<file path="config.mk">
export PLATFORM = sky130hd
export DESIGN_NAME = xlat_shift_cache
export DESIGN_NICKNAME = d
export VERILOG_FILES = /design/src/rtl/xlat_pkg.sv /design/src/rtl/xlat_shift_list.sv /design/src/rtl/xlat_first_hit.sv /design/src/rtl/xlat_shift_cache.sv
export SDC_FILE = /design/constraint.sdc
export NUM_CORES = 1
export LEC_CHECK = 0
export BUFFER_PORTS_ARGS = -buffer_cell sky130_fd_sc_hd__buf_2
export CAP_MARGIN = 20
export CELL_PAD_IN_SITES_DETAIL_PLACEMENT = 1
export CELL_PAD_IN_SITES_GLOBAL_PLACEMENT = 1
export CORE_MARGIN = 5
export CORE_UTILIZATION = 45
export DETAILED_ROUTE_END_ITERATION = 8
export GPL_TIMING_DRIVEN = 0
export PLACE_DENSITY_LB_ADDON = 0.1
export RECOVER_POWER = 50
export SLEW_MARGIN = 0
export SYNTH_ARGS = -nofsm -noshare
export SYNTH_HDL_FRONTEND = slang
export SYNTH_SLANG_ARGS = --single-unit
</file>
<file path="constraint.sdc">
create_clock -name clk -period 8.9 [get_ports clk]
set_input_delay 0.445 -clock clk [delete_from_list [all_inputs] [get_ports clk]]
set_output_delay 0.445 -clock clk [all_outputs]
set_load 0.01 [all_outputs]
</file>
<file path="src/rtl/xlat_pkg.sv">
package xlat_pkg;

    // Byte offset width inside one 4 KiB page.
    localparam int PAGE_SHIFT = 12;

    // Permission code stored alongside every slot.
    typedef enum logic [1:0] {
        PERM_NONE = 2'd0,
        PERM_RD   = 2'd1,
        PERM_WR   = 2'd2
    } perm_e;

    // Code recorded for an insert caused by a read or a write access.
    function automatic perm_e perm_of_access(input logic is_write);
        return is_write ? PERM_WR : PERM_RD;
    endfunction

    // Does a slot carrying code p satisfy an access of the given kind?
    function automatic logic perm_grants(input perm_e p, input logic want_write);
        if (want_write)
            return p == PERM_WR;
        return p != PERM_NONE;
    endfunction

endpackage

</file>
<file path="src/rtl/xlat_shift_list.sv">
module xlat_shift_list
    import xlat_pkg::*;
#(
    parameter int DEPTH = 4,
    parameter int VPN_W = 20,
    parameter int PFN_W = 20
) (
    input  logic                    clk,
    input  logic                    rst,
    input  logic                    push,
    input  logic [VPN_W-1:0]        push_vpn,
    input  logic [PFN_W-1:0]        push_pfn,
    input  perm_e                   push_perm,
    input  logic [VPN_W-1:0]        look_vpn,
    input  logic                    look_write,
    output logic [DEPTH-1:0]        match_vec,
    output logic [DEPTH*PFN_W-1:0]  pfn_flat,
    output logic [DEPTH*2-1:0]      perm_flat
);

    typedef struct packed {
        perm_e             perm;
        logic [VPN_W-1:0]  vpn;
        logic [PFN_W-1:0]  pfn;
    } slot_t;

    slot_t slots [DEPTH];

    for (genvar g = 0; g < DEPTH; g++) begin : g_slot
        slot_t next_slot;

        if (g == 0) begin : g_head
            always_comb begin
                next_slot.perm = push_perm;
                next_slot.vpn  = push_vpn;
                next_slot.pfn  = push_pfn;
            end
        end else begin : g_body
            always_comb next_slot = slots[g-1];
        end

        always_ff @(posedge clk) begin
            if (rst) begin
                slots[g].perm <= PERM_NONE;
                slots[g].vpn  <= '0;
                slots[g].pfn  <= '0;
            end else if (push) begin
                slots[g] <= next_slot;
            end
        end

        assign match_vec[g] = perm_grants(slots[g].perm, look_write)
                              && (slots[g].vpn == look_vpn);
        assign pfn_flat[g*PFN_W +: PFN_W] = slots[g].pfn;
        assign perm_flat[g*2 +: 2]        = slots[g].perm;
    end

endmodule

</file>
<file path="src/rtl/xlat_first_hit.sv">
module xlat_first_hit #(
    parameter int DEPTH = 4,
    parameter int PFN_W = 20
) (
    input  logic [DEPTH-1:0]        match_vec,
    input  logic [DEPTH*PFN_W-1:0]  pfn_flat,
    input  logic [DEPTH*2-1:0]      perm_flat,
    output logic                    hit,
    output logic [PFN_W-1:0]        pfn,
    output logic [1:0]              perm
);

    // Walk from the oldest slot to the newest so the lowest index wins.
    always_comb begin
        hit  = 1'b0;
        pfn  = '0;
        perm = '0;
        for (int i = DEPTH - 1; i >= 0; i--) begin
            if (match_vec[i]) begin
                hit  = 1'b1;
                pfn  = pfn_flat[i*PFN_W +: PFN_W];
                perm = perm_flat[i*2 +: 2];
            end
        end
    end

endmodule

</file>
<file path="src/rtl/xlat_shift_cache.sv">
module xlat_shift_cache
    import xlat_pkg::*;
#(
    parameter int DEPTH_I = 4,
    parameter int DEPTH_D = 4,
    parameter int VA_W    = 32,
    parameter int PA_W    = 32
) (
    input  logic             clk,
    input  logic             rst,
    input  logic             bypass,
    input  logic             ins_valid,
    input  logic             ins_instr,
    input  logic             ins_write,
    input  logic [VA_W-1:0]  ins_vaddr,
    input  logic [PA_W-1:0]  ins_paddr,
    input  logic             lk_valid,
    input  logic             lk_instr,
    input  logic             lk_write,
    input  logic [VA_W-1:0]  lk_vaddr,
    output logic             rsp_valid,
    output logic             rsp_hit,
    output logic [PA_W-1:0]  rsp_pbase,
    output logic [1:0]       rsp_perm
);

    localparam int VPN_W  = VA_W - PAGE_SHIFT;
    localparam int PFN_W  = PA_W - PAGE_SHIFT;
    localparam int N_LIST = 2;  // index 0: instruction, index 1: data

    logic [VPN_W-1:0] ins_vpn;
    logic [PFN_W-1:0] ins_pfn;
    logic [VPN_W-1:0] lk_vpn;
    perm_e            ins_code;
    logic             ins_ok;

    assign ins_vpn  = ins_vaddr[VA_W-1:PAGE_SHIFT];
    assign ins_pfn  = ins_paddr[PA_W-1:PAGE_SHIFT];
    assign lk_vpn   = lk_vaddr[VA_W-1:PAGE_SHIFT];
    assign ins_code = perm_of_access(ins_write);
    assign ins_ok   = ins_valid && !bypass;

    logic [N_LIST-1:0] side_hit;
    logic [PFN_W-1:0]  side_pfn  [N_LIST];
    logic [1:0]        side_perm [N_LIST];

    for (genvar s = 0; s < N_LIST; s++) begin : g_list
        localparam int  DEP     = (s == 0) ? DEPTH_I : DEPTH_D;
        localparam logic IS_INS = (s == 0);

        logic                   push;
        logic [DEP-1:0]         match_vec;
        logic [DEP*PFN_W-1:0]   pfn_flat;
        logic [DEP*2-1:0]       perm_flat;

        assign push = ins_ok && (ins_instr == IS_INS);

        xlat_shift_list #(
            .DEPTH (DEP),
            .VPN_W (VPN_W),
            .PFN_W (PFN_W)
        ) u_list (
            .clk        (clk),
            .rst        (rst),
            .push       (push),
            .push_vpn   (ins_vpn),
            .push_pfn   (ins_pfn),
            .push_perm  (ins_code),
            .look_vpn   (lk_vpn),
            .look_write (lk_write),
            .match_vec  (match_vec),
            .pfn_flat   (pfn_flat),
            .perm_flat  (perm_flat)
        );

        xlat_first_hit #(
            .DEPTH (DEP),
            .PFN_W (PFN_W)
        ) u_pick (
            .match_vec (match_vec),
            .pfn_flat  (pfn_flat),
            .perm_flat (perm_flat),
            .hit       (side_hit[s]),
            .pfn       (side_pfn[s]),
            .perm      (side_perm[s])
        );
    end

    logic             sel_hit;
    logic [PFN_W-1:0] sel_pfn;
    logic [1:0]       sel_perm;

    always_comb begin
        if (lk_instr) begin
            sel_hit  = side_hit[0];
            sel_pfn  = side_pfn[0];
            sel_perm = side_perm[0];
        end else begin
            sel_hit  = side_hit[1];
            sel_pfn  = side_pfn[1];
            sel_perm = side_perm[1];
        end
    end

    always_ff @(posedge clk) begin
        if (rst) begin
            rsp_valid <= 1'b0;
            rsp_hit   <= 1'b0;
            rsp_pbase <= '0;
            rsp_perm  <= '0;
        end else begin
            rsp_valid <= lk_valid;
            rsp_hit   <= lk_valid && sel_hit;
            rsp_pbase <= (lk_valid && sel_hit) ? {sel_pfn, {PAGE_SHIFT{1'b0}}} : '0;
            rsp_perm  <= (lk_valid && sel_hit) ? sel_perm : 2'd0;
        end
    end

endmodule

</file>
==> impl_metrics.yaml <==
run_status:
  status: "finished, violations left"
  violations: "max-capacitance violations, max-slew violations"
sta:
  rsz0062_at_grt: "no"
  hold_viol: 0
  fmax_mhz: 187
  finalCriticalPeriod_ns: 5.35
  skew_ns: 0.0163
  setup_violations: 0
  slew_violations: 217
  min_period_over_period: 0.601
  tightest_slew_ns: 2.94
  final.setup.tns_ns: 0
  relSlewSlack: -0.961
grt:
  grt_max_degree: 73
  grt_usage: 0.218
  grt_antenna_before_repair: 1
  grt_pass1_vias: 10800
  gr-total-overflow: 0
  grt_pass1_wl_mm: 67.4
floorplan:
  start_util: 0.453
  core-area_um2: 36400
  die_h_um: 201
  chipWidth_um: 201
  num_rows: 70
  dieArea_um2: 40600
  ios: 141
placement:
  place_hpwl_mm: 33.7
  io_buffers: 70
  gp_congestion: 0.811
yosys:
  synth_flop_cell: "edfxtp_1"
  yosys.cell_types.count: 37
  syn_avg_cell_area_um2: 13.3
  syn_area_um2: 16500
  yosysSeqAreaShare: 0.641
  synthesis.instances: 1242
  synth-edff-count: 336
  synth-seq-cells: 360
  synthArstFlopShare: 0
  ys_warn_count: 0
finish:
  fill_cells: 3709
  seq_area_um2: 10600
  multiInputGateArea_um2: 5470
  drive_gt1_frac: 0.101
  num_antenna_cells: 0
  syn2layout_area_growth_pct: 13.5
  nets: 1478
clocking:
  cts_max_level: 2
  cts_root_buffer: "clkbuf_16"
  clk_latency_ns: 0.54
  ctsResizeCount: 0
  postCtsSetupBuffers: 0
  clock-sinks: 360
  max-clock-path-buffers: 3
  path_clk_slew_ns: 0.06
  postCtsHoldBufs: 0
  cts_buffers: 39
  cts_tree: "yes"
setup_path:
  cp_max_fo: 31
  cpMostUsedCell: "clkbuf_1"
  start_kind: "primary input"
  cp.arrival_ns: 5.50
  endpoint_kind: "flip-flop"
  cp_cell_sequence: "buf_2, nand2b_1, o21bai_1, clkbuf_1, clkbuf_1, clkbuf_1"
  critPathRequiredTime_ns: 9.04
  criticalPathCategory: "primary input to flip-flop"
  cp_slowest_cell: "o21bai_1"
  critical_path.max_stage_delay_ns: 1.50
detailed_routing:
  vias: 10300
  detail_route.wl_per_cell_um: 23.8
  drtIter0Drc: 858
  route.detailed.drc: 0
  first_pass_iters: 5
  postRouteAntennaNets: 0
  viasPerCell: 5.51
  wl_mm: 44.5
flow_run:
  max_cap_violations: 6
pwr:
  power.leakage_nw: 6.53
  peakVddDrop_v: 0.000146
  finalPower_mw: 3.80
  p_per_area_nw_per_um2: 203
hold_path:
  hold_class: "primary input to flip-flop"
==> flip-flops by register name, indices dropped and copies added, names as in the netlist <==
| name | count |
|---|---|
| rsp_hit | 1 |
| g_list.u_list.slots | 336 |
| rsp_valid | 1 |
| rsp_perm | 2 |
| rsp_pbase | 20 |
==> final timing paths <==
kind                            startpoint                            end  slack (ns)  depth (start not counted)
max                                 bypass  g_list[1].u_list.slots[0][11]        3.55                          6
min                               lk_valid                      rsp_valid        0.15                          3
max reg2reg  g_list[1].u_list.slots[0][37]                  rsp_pbase[30]        5.76                          8
min reg2reg  g_list[0].u_list.slots[1][18]  g_list[0].u_list.slots[2][18]        0.55                          1
==> critical path: cells and delay by family <==
kind	cells	cell delay (ns)
compound gates	1	1.50
simple gates	1	0.16
buf+inv	4	3.37
==> per-layer routing <==
layer | global-route usage | vias to the layer above | share of wire | routed length (µm)
li1 | - | 4784 | - | -
met5 | 0 | - | 0 | 0
met1 | 0.317 | 5139 | 0.45 | 20100
met2 | 0.343 | 318 | 0.46 | 20400
met4 | 0.0439 | 0 | 0.017 | 745
met3 | 0.0437 | 57 | 0.074 | 3280
==> synth_stat cells (4+ instances only) <==
cell	count	area share
and2_1	336	0.13
o311ai_0	23	0.012
o21ai_0	4	0.0012
edfxtp_1	336	0.61
nand2_1	12	0.0027
nand4_1	41	0.016
a221o_1	21	0.013
nor4_1	16	0.0061
xnor2_1	94	0.050
o211ai_1	45	0.020
nor3_1	10	0.0030
a31oi_1	23	0.0087
clkbuf_1	69	0.016
xor2_1	66	0.035
dfxtp_1	24	0.029
nor2_1	5	0.0011
a22oi_1	22	0.010
buf_2	21	0.0064
buf_4	15	0.0068
nand3_1	29	0.0088
==> per-stage QoR <==
stage | setup slack [ns] | instance area, µm² | hold slack [ns] | utilization | cells
after floorplan | 3.43 | 16500 | 0.514 | - | 1253
after global placement | 1.33 | 17500 | 0.528 | 0.480 | 1791
after detailed placement | 5.42 | 17700 | 0.539 | 0.486 | 1799
after CTS | 5.71 | 18900 | 0.140 | 0.519 | 1867
after global routing | 3.05 | 18700 | 0.180 | 0.514 | 1868
final | 3.55 | 18700 | 0.155 | 0.514 | 1868
==> power breakdown <==
group	switching, mW	total, mW	internal, mW
combinational	0.145	0.223	0.0783
clock	0.651	1.57	0.915
sequential	0.0591	2.01	1.95
total	0.855	3.80	2.94
==> layout make-up <==
class                   instances  area share
well taps                     468      0.0313
inverters                       3    0.000601
plain buffers                 107      0.0259
flip-flops and latches        360       0.565
clock buffers                  49      0.0580
multi-input cells             783       0.292
clock inverters                19     0.00702
repair buffers                 79      0.0202
==> cell families after synthesis <==
logic type / count (synthesis) / share of synthesized area
xor gates and xnor gates: 160 / 0.0849
and+or+nand+nor: 466 / 0.175
DFF: 360 / 0.641
buffers and inverters: 110 / 0.0300
AOI/OAI and AO/OA: 145 / 0.0695
other: 1 / 0.000227
==> layout by cell type (no fill, tap or decap), drive strengths merged <==
| master | instances |
|---|---|
| buf | 86 |
| xor2 | 66 |
| conb | 12 |
| a2111oi | 2 |
| o311ai | 23 |
| nand2 | 12 |
| nor2 | 5 |
| nor4 | 20 |
| a211oi | 2 |
| clkinv | 17 |
| o211ai | 45 |
| clkbuf | 149 |
| o21bai | 1 |
| and2 | 336 |
| nor4b | 1 |
| and3 | 3 |
| dfxtp | 24 |
| and4 | 2 |
| nand2b | 3 |
| nor3 | 10 |
| edfxtp | 336 |
| and3b | 2 |
| bufinv | 2 |
| nand3 | 29 |
| a221o | 21 |
| xnor2 | 94 |
| a31oi | 23 |
| inv | 3 |
| or2 | 1 |
| a2111o | 1 |
| a21oi | 1 |
| nand3b | 1 |
| nand4 | 41 |
| a22oi | 22 |
| o21ai | 4 |
Note: power is estimated with default switching activity, not from simulation.
